## src/rtl/psram_host_pkg.sv

```systemverilog
package psram_host_pkg;

  typedef enum logic [2:0] {
    CMD_READ    = 3'd0,
    CMD_FAST    = 3'd1,
    CMD_QREAD   = 3'd2,
    CMD_WRITE   = 3'd3,
    CMD_QWRITE  = 3'd4,
    CMD_QPI_ON  = 3'd5,
    CMD_QPI_OFF = 3'd6,
    CMD_BAD     = 3'd7
  } cmd_e;

  typedef enum logic [3:0] {
    S_PWR, S_RCLK, S_IDLE, S_CMD, S_ADDR, S_WAIT, S_WDAT, S_RDAT, S_GAP
  } st_e;

  function automatic logic [7:0] opcode_of(cmd_e c);
    case (c)
      CMD_READ:    return 8'h03;
      CMD_FAST:    return 8'h0B;
      CMD_QREAD:   return 8'hEB;
      CMD_WRITE:   return 8'h02;
      CMD_QWRITE:  return 8'h38;
      CMD_QPI_ON:  return 8'h35;
      CMD_QPI_OFF: return 8'hF5;
      default:     return 8'h00;
    endcase
  endfunction

  function automatic logic is_mode(cmd_e c);
    return (c == CMD_QPI_ON) || (c == CMD_QPI_OFF);
  endfunction

  function automatic logic is_wr(cmd_e c);
    return (c == CMD_WRITE) || (c == CMD_QWRITE);
  endfunction

  // address and data phases on four lanes
  function automatic logic wide_data(cmd_e c, logic qpi);
    return qpi || (c == CMD_QREAD) || (c == CMD_QWRITE);
  endfunction

  function automatic logic [3:0] dummy_of(cmd_e c, logic qpi);
    if (qpi) return ((c == CMD_FAST) || (c == CMD_QREAD)) ? 4'd6 : 4'd0;
    if (c == CMD_FAST) return 4'd8;
    if (c == CMD_QREAD) return 4'd6;
    return 4'd0;
  endfunction

endpackage

```

## src/rtl/psram_powerup.sv

```systemverilog
module psram_powerup #(
  parameter int PWR_CYCLES = 30000
) (
  input  logic clk,
  input  logic rst,
  output logic done
);
  localparam int CW = $clog2(PWR_CYCLES + 1);
  logic [CW-1:0] cnt;

  assign done = (cnt == CW'(PWR_CYCLES));

  always_ff @(posedge clk) begin
    if (rst) cnt <= '0;
    else if (!done) cnt <= cnt + CW'(1);
  end
endmodule

```

## src/rtl/psram_halftick.sv

```systemverilog
module psram_halftick #(
  parameter int HALF_W = 3
) (
  input  logic              clk,
  input  logic              rst,
  input  logic              run,
  input  logic [HALF_W-1:0] half,
  output logic              tick
);
  logic [HALF_W-1:0] cnt;

  assign tick = run && (cnt == half - HALF_W'(1));

  always_ff @(posedge clk) begin
    if (rst || !run) cnt <= '0;
    else if (tick)   cnt <= '0;
    else             cnt <= cnt + HALF_W'(1);
  end
endmodule

```

## src/rtl/psram_chunk.sv

```systemverilog
module psram_chunk #(
  parameter int LEN_W      = 16,
  parameter int BURST_W    = 6,
  parameter int MAX_BURST  = 32,
  parameter int PAGE_BYTES = 1024
) (
  input  logic [23:0]        addr,
  input  logic [LEN_W-1:0]   rem,
  output logic [BURST_W-1:0] len
);
  localparam int PAGE_W = $clog2(PAGE_BYTES);

  logic [31:0] to_page, lim, pick;

  always_comb begin
    to_page = 32'(PAGE_BYTES) - 32'(addr[PAGE_W-1:0]);
    lim     = (to_page < 32'(MAX_BURST)) ? to_page : 32'(MAX_BURST);
    pick    = (32'(rem) < lim) ? 32'(rem) : lim;
    len     = pick[BURST_W-1:0];
  end
endmodule

```

## src/rtl/psram_host.sv

```systemverilog
module psram_host
  import psram_host_pkg::*;
#(
  parameter int PWR_CYCLES = 30000,
  parameter int FAST_HALF  = 1,
  parameter int SLOW_HALF  = 4,
  parameter int MAX_BURST  = 32,
  parameter int PAGE_BYTES = 1024,
  parameter int LEN_W      = 16
) (
  input  logic             clk,
  input  logic             rst,
  input  logic             req_valid,
  output logic             req_ready,
  input  logic [2:0]       req_cmd,
  input  logic [23:0]      req_addr,
  input  logic [LEN_W-1:0] req_len,
  input  logic [7:0]       wr_data,
  output logic             wr_ack,
  output logic             rd_valid,
  output logic [7:0]       rd_data,
  output logic             cmd_err,
  output logic             qpi_mode,
  output logic             sclk,
  output logic             ce_n,
  output logic [3:0]       sio_out,
  output logic [3:0]       sio_oe,
  input  logic [3:0]       sio_in
);
  localparam int HALF_MAX = (FAST_HALF > SLOW_HALF) ? FAST_HALF : SLOW_HALF;
  localparam int HALF_W   = $clog2(HALF_MAX + 1);
  localparam int BURST_W  = $clog2(MAX_BURST + 1);

  st_e                st;
  cmd_e               cmd_q;
  logic               qpi, ce_q, sclk_q, wid4, slow;
  logic [3:0]         oe_q;
  logic [31:0]        sh;
  logic [4:0]         bcnt;
  logic [23:0]        addr_q;
  logic [LEN_W-1:0]   rem_q;
  logic [BURST_W-1:0] left_q, chunk_len;
  logic [7:0]         rsh, rd_q, rnext;
  logic               wr_ack_q, rd_valid_q, err_q;
  logic               pwr_done, tick, rise, fall, run, go, bad_req;
  cmd_e               req_c, f_cmd;
  logic               dq, wr;
  logic [3:0]         wn;
  logic [HALF_W-1:0]  half;

  psram_powerup #(.PWR_CYCLES(PWR_CYCLES)) u_pwr (
    .clk(clk), .rst(rst), .done(pwr_done)
  );

  assign run  = (st != S_PWR) && (st != S_IDLE);
  assign half = slow ? HALF_W'(SLOW_HALF) : HALF_W'(FAST_HALF);

  psram_halftick #(.HALF_W(HALF_W)) u_tick (
    .clk(clk), .rst(rst), .run(run), .half(half), .tick(tick)
  );

  assign rise = tick && !sclk_q;
  assign fall = tick && sclk_q;

  assign req_c = cmd_e'(req_cmd);
  assign f_cmd = (st == S_IDLE) ? req_c : cmd_q;

  psram_chunk #(.LEN_W(LEN_W), .BURST_W(BURST_W), .MAX_BURST(MAX_BURST),
                .PAGE_BYTES(PAGE_BYTES)) u_chunk (
    .addr((st == S_IDLE) ? req_addr : addr_q),
    .rem ((st == S_IDLE) ? req_len  : rem_q),
    .len (chunk_len)
  );

  always_comb begin
    bad_req = (req_c == CMD_BAD)
           || (req_c == CMD_QPI_ON  &&  qpi)
           || (req_c == CMD_QPI_OFF && !qpi)
           || (req_c == CMD_READ    &&  qpi)
           || (!is_mode(req_c) && req_len == '0);
    go = (st == S_IDLE && req_valid && !bad_req)
      || (st == S_GAP && fall && !is_mode(cmd_q) && rem_q != '0);
    dq    = wide_data(cmd_q, qpi);
    wn    = dummy_of(cmd_q, qpi);
    wr    = is_wr(cmd_q);
    rnext = wid4 ? {rsh[3:0], sio_in} : {rsh[6:0], sio_in[1]};
  end

  always_ff @(posedge clk) begin
    wr_ack_q   <= 1'b0;
    rd_valid_q <= 1'b0;
    err_q      <= 1'b0;
    if (rst) begin
      st <= S_PWR; cmd_q <= CMD_READ; qpi <= 1'b0; ce_q <= 1'b1;
      sclk_q <= 1'b0; oe_q <= 4'hF; sh <= '0; wid4 <= 1'b0; slow <= 1'b0;
      bcnt <= '0; addr_q <= '0; rem_q <= '0; left_q <= '0;
      rsh <= '0; rd_q <= '0;
    end else begin
      case (st)
        S_PWR: if (pwr_done) st <= S_RCLK;
        S_RCLK: begin
          if (rise) sclk_q <= 1'b1;
          else if (fall) begin sclk_q <= 1'b0; oe_q <= 4'h0; st <= S_IDLE; end
        end
        S_IDLE: if (req_valid) begin
          cmd_q  <= req_c;
          addr_q <= req_addr;
          rem_q  <= is_mode(req_c) ? '0 : req_len;
          if (bad_req) err_q <= 1'b1;
        end
        S_GAP: begin
          if (rise) sclk_q <= 1'b1;
          else if (fall) begin
            sclk_q <= 1'b0;
            if (is_mode(cmd_q)) qpi <= (cmd_q == CMD_QPI_ON);
            st <= S_IDLE;
          end
        end
        default: begin
          if (rise) begin
            sclk_q <= 1'b1;
            if (st == S_RDAT) begin
              rsh <= rnext;
              if (bcnt == '0) begin rd_valid_q <= 1'b1; rd_q <= rnext; end
            end
          end else if (fall) begin
            sclk_q <= 1'b0;
            if (bcnt != '0) begin
              bcnt <= bcnt - 5'd1;
              if (st != S_RDAT && st != S_WAIT) sh <= wid4 ? (sh << 4) : (sh << 1);
            end else begin
              case (st)
                S_CMD: begin
                  if (is_mode(cmd_q)) begin
                    st <= S_GAP; ce_q <= 1'b1; oe_q <= 4'h0;
                  end else begin
                    st <= S_ADDR; sh <= {addr_q, 8'h00}; wid4 <= dq;
                    oe_q <= dq ? 4'hF : 4'h1; bcnt <= dq ? 5'd5 : 5'd23;
                  end
                end
                S_ADDR: begin
                  if (wn != '0) begin
                    st <= S_WAIT; oe_q <= 4'h0; bcnt <= 5'(wn) - 5'd1;
                  end else if (wr) begin
                    st <= S_WDAT; sh <= {wr_data, 24'h0}; wr_ack_q <= 1'b1;
                    bcnt <= dq ? 5'd1 : 5'd7;
                  end else begin
                    st <= S_RDAT; oe_q <= 4'h0; bcnt <= dq ? 5'd1 : 5'd7;
                  end
                end
                S_WAIT: begin st <= S_RDAT; bcnt <= dq ? 5'd1 : 5'd7; end
                default: begin
                  left_q <= left_q - BURST_W'(1);
                  addr_q <= addr_q + 24'd1;
                  rem_q  <= rem_q - LEN_W'(1);
                  if (left_q == BURST_W'(1)) begin
                    st <= S_GAP; ce_q <= 1'b1; oe_q <= 4'h0;
                  end else if (st == S_WDAT) begin
                    sh <= {wr_data, 24'h0}; wr_ack_q <= 1'b1;
                    bcnt <= dq ? 5'd1 : 5'd7;
                  end else begin
                    bcnt <= dq ? 5'd1 : 5'd7;
                  end
                end
              endcase
            end
          end
        end
      endcase
      if (go) begin
        st     <= S_CMD;
        ce_q   <= 1'b0;
        sh     <= {opcode_of(f_cmd), 24'h0};
        wid4   <= qpi;
        oe_q   <= qpi ? 4'hF : 4'h1;
        bcnt   <= qpi ? 5'd1 : 5'd7;
        left_q <= chunk_len;
        slow   <= (f_cmd == CMD_READ);
      end
    end
  end

  genvar i;
  generate
    for (i = 0; i < 4; i++) begin : g_lane
      if (i == 0) begin : g_l0
        assign sio_out[i] = wid4 ? sh[28] : sh[31];
      end else begin : g_ln
        assign sio_out[i] = wid4 ? sh[28+i] : 1'b0;
      end
    end
  endgenerate

  assign req_ready = (st == S_IDLE);
  assign sio_oe    = oe_q;
  assign sclk      = sclk_q;
  assign ce_n      = ce_q;
  assign qpi_mode  = qpi;
  assign wr_ack    = wr_ack_q;
  assign rd_valid  = rd_valid_q;
  assign rd_data   = rd_q;
  assign cmd_err   = err_q;

endmodule

```

## config.mk

```make
export PLATFORM = sky130hd
export DESIGN_NAME = psram_host
export DESIGN_NICKNAME = d
export VERILOG_FILES = /design/src/rtl/psram_host_pkg.sv /design/src/rtl/psram_powerup.sv /design/src/rtl/psram_halftick.sv /design/src/rtl/psram_chunk.sv /design/src/rtl/psram_host.sv
export SDC_FILE = /design/constraint.sdc
export NUM_CORES = 1
export LEC_CHECK = 0
export BUFFER_PORTS_ARGS = -buffer_cell sky130_fd_sc_hd__buf_4
export CORE_UTILIZATION = 30
export DETAILED_ROUTE_END_ITERATION = 6
export PLACE_DENSITY = 0.44
export SYNTH_ARGS = -nofsm -noshare
export SYNTH_HDL_FRONTEND = slang
export SYNTH_SLANG_ARGS = --single-unit
```

## constraint.sdc

```tcl
create_clock -name clk -period 6 [get_ports clk]
set_input_delay 0.3 -clock clk [delete_from_list [all_inputs] [get_ports clk]]
set_output_delay 0.3 -clock clk [all_outputs]
set_load 0.01 [all_outputs]
```

==> results.py <==
metrics = {
    "global_routing": {
        "grt_max_degree": 64,
        "grt_pass1_vias": 7202,
        "gr-total-overflow": 0,
        "antenna_found_initial": 0,
        "grt_pass1_wl_um": 40500,
        "grt_util_all_layers_pct": 19.2,
    },
    "clocking": {
        "h-tree-depth": 4,
        "post_cts_buffers": 0,
        "cts_tree": "built",
        "root_buffer": "clkbuf_16",
        "cts_sinks": 125,
        "path_clk_slew_ns": 0.06,
        "cts_buffer_depth": 2,
        "postCtsHoldBufs": 0,
        "post_cts_resized": 0,
        "cts-buffers-inserted": 17,
        "insertion_delay_ns": 0.43,
    },
    "sta": {
        "worst_slack_ns": 0.532,
        "final_hold_viol_count": 0,
        "slew_viol_final": 0,
        "worst_slew_pin_slew_ns": 0.920,
        "period_needed_ns": 5.47,
        "hold_ws_ns": 0.191,
        "slew_headroom_pct": 38.7,
        "setup_viol": 0,
        "rsz0062_at_grt": "no",
        "max_freq_mhz": 183,
        "fin_crit_sh_pct": 91.1,
        "finalSetupTns_ns": 0,
        "fin_worst_skew_ns": 0.0134,
    },
    "power": {
        "pwr-share-comb_pct": 9.8,
        "pwr_density_cell_mw_per_mm2": 227,
        "swShare_pct": 26.7,
        "power.leakage_nw": 3.23,
        "p_switching_w": 0.000563,
        "p_clk_share_pct": 49.6,
        "seqPwrFrac_pct": 40.6,
        "peakVddDrop_mv": 0.166,
        "internal_power_w": 0.00155,
    },
    "place": {
        "dp_hpwl_um": 17700,
        "dp.cells": 1416,
        "portBuffers": 80,
        "gp_congestion": 0.828,
        "place_ws_ns": 0.617,
    },
    "hold_path": {
        "hold_end": "cmd_q[1]",
        "hp-start": "req_valid",
        "worstHoldPathCells": 3,
        "hold_class": "in2reg",
    },
    "yosys": {
        "synth_common_cells": "166 x nand2_1, 125 x dfxtp_1, 112 x nor2_1",
        "async_reset_ff_share_pct": 0,
        "avgSynthCellArea_um2": 7.42,
        "synth_area_mm2": 0.00791,
        "ys_seq_area_share_pct": 31.7,
        "syn_inst": 1066,
        "synth_top_area_cell": "dfxtp_1",
        "ys_seq_elements": 125,
        "synth.most_common_cell": "nand2_1",
        "synth.distinct_cells": 82,
        "synth_top_area_share_pct": 31.7,
        "synth_edf_count": 0,
        "yosysWarnings": 0,
        "synthFlopType": "dfxtp_1",
        "synth_area_leaders": "dfxtp_1 32%, nand2_1 7.9%, nor2_1 5.3%",
    },
    "worst_setup_path": {
        "cp.required_ns": 6.33,
        "crit_type": "reg2reg",
        "startpoint_type": "flip-flop",
        "endpoint_kind": "flip-flop",
        "slowest_delay_ns": 0.67,
        "reg2reg_from": "st[1]",
        "critical_path.cell_chain": "or4b_4 > buf_4 > a21boi_1 > ha_1 > xnor2_1 > o2111ai_1 > o31a_1 > nand4_2 > nor2_2 > nand2_1 > ha_1 > a21o_1 > a21oi_1 > nor2_1 > o211a_1 > a2111oi_2 > o211ai_1 > a311oi_2",
        "critPathSlowestCell": "a2111oi_2",
        "cpMostUsedCell": "ha_1",
        "crit_fanout": 36,
        "startpoint": "st[1]",
        "rr_endpoint": "left_q[0]",
        "reg2reg_slack_ns": 0.53,
        "cp.arrival_ns": 5.80,
        "r2r_cells": 18,
    },
    "final_layout": {
        "nets": 1176,
        "drive_gt1_share_pct": 13.8,
        "n_antenna_cell": 0,
        "instances_no_fill": 1448,
        "syn2layout_area_growth_pct": 17.7,
        "final_util_pct": 35.8,
    },
    "routing": {
        "detail_route.iter0.violations": 652,
        "wl_um": 25200,
        "drtPass1Iterations": 5,
        "routed-via-count": 7834,
        "wl_per_cell_um": 17.4,
        "route.detailed.drc": 0,
        "antenna_left": 0,
        "vias_per_cell": 5.41,
    },
    "run_status": {
        "status": "completed",
    },
    "floorplan": {
        "start_util_pct": 30.4,
        "core.rowCount": 59,
        "die_x_um": 164,
        "core_mm2": 0.0260,
        "dieHeight_um": 164,
        "die_area_mm2": 0.0270,
        "io_pins": 81,
    },
    "flow_run": {
        "drv_cap": 0,
    },
}
[metal layers]
| layer | track usage (%) | part of all wire [%] | routed length [um] | vias to the layer above |
|---|---|---|---|---|
| li1 | - | - | - | 3944 |
| met1 | 28.5 | 51 | 12800 | 3683 |
| met2 | 28.0 | 43 | 10900 | 181 |
| met3 | 3.54 | 4.6 | 1160 | 26 |
| met4 | 4.80 | 1.4 | 342 | 0 |
| met5 | 0 | 0 | 0 | - |
[sequential cells by signal, indices dropped and copies added, names as in the netlist]
name        cells
rem_q          16
st              4
rsh             7
left_q          6
sh             24
ce_n            1
sio_oe          2
wr_ack          1
slow            1
qpi_mode        1
addr_q         24
rd_valid        1
u_pwr.cnt      15
rd_data         8
cmd_q           3
u_tick.cnt      3
wid4            1
sclk            1
bcnt            5
cmd_err         1
[power by group through the flow]
stage | Clock (W) | Combinational (W) | Sequential (W)
6_report | 0.00105 | 0.000207 | 0.000856
2_1_floorplan | 0 | 0.000133 | 0.000866
5_1_grt | 0.00111 | 0.000229 | 0.000857
3_3_place_gp | 0 | 0.000209 | 0.000874
4_1_cts | 0.00107 | 0.000207 | 0.000855
3_5_place_dp | 0 | 0.000206 | 0.000874
[how the worst max path moves through the flow]
stage / endpoint / slack, ns / cells after the start
after floorplan: left_q[0] / 1.03 / 23
after global placement: left_q[0] / 0.68 / 18
after detailed placement: left_q[0] / 0.62 / 18
after CTS: left_q[0] / 0.59 / 18
after global routing: left_q[0] / 0.20 / 18
final: left_q[0] / 0.53 / 18
[cell type report]
class                      count  area (um2)
timing repair buffer          92         691
tap                          335         419
multi-input combinational    837        5010
fill                        2788       16700
clock buffer                  19         443
inverter                      27         106
sequential                   125        2500
clock inverter                13         139
[critical path: cells and delay by family, from the launching register on]
family,cells,cell delay [ns]
compound gates,9,2.37
simple gates,5,1.29
fa+ha+maj,2,0.67
flops,1,0.66
buf+inv,1,0.28
xor+xnor,1,0.10
[placed cells by master (no fill, tap or decap), drive strengths merged, types with 10 or more instances in the layout]
cell    instances
a211oi         44
a21oi          79
a221oi         13
a311oi         10
and3           10
buf            92
clkbuf         19
dfxtp         125
ha             18
inv            30
mux2i          25
nand2         167
nand3          36
nand4          19
nor2          115
nor3           42
nor4           10
o21ai          59
o22ai          10
xnor2          18
xor2           16
[logic make-up (layout without fill, tap and decap cells)]
family / after synthesis / in the layout / synth area share [%]
mux: 26 / 26 / 3.31
other cells: 1 / 4 / 0.0474
simple gates: 459 / 459 / 27.4
fa+ha+maj: 18 / 18 / 2.85
buf+inv: 107 / 151 / 5.46
flops: 125 / 125 / 31.7
compound gates: 296 / 296 / 25.6
xor+xnor: 34 / 34 / 3.77
[per-stage QoR]
step                      instance area [um2]  power [W]
after floorplan                          7920   0.000998
after global placement                   8730    0.00108
after detailed placement                 8730    0.00108
after CTS                                9310    0.00213
after global routing                     9310    0.00220
final                                    9310    0.00211
(Power assumes the default switching activity.)
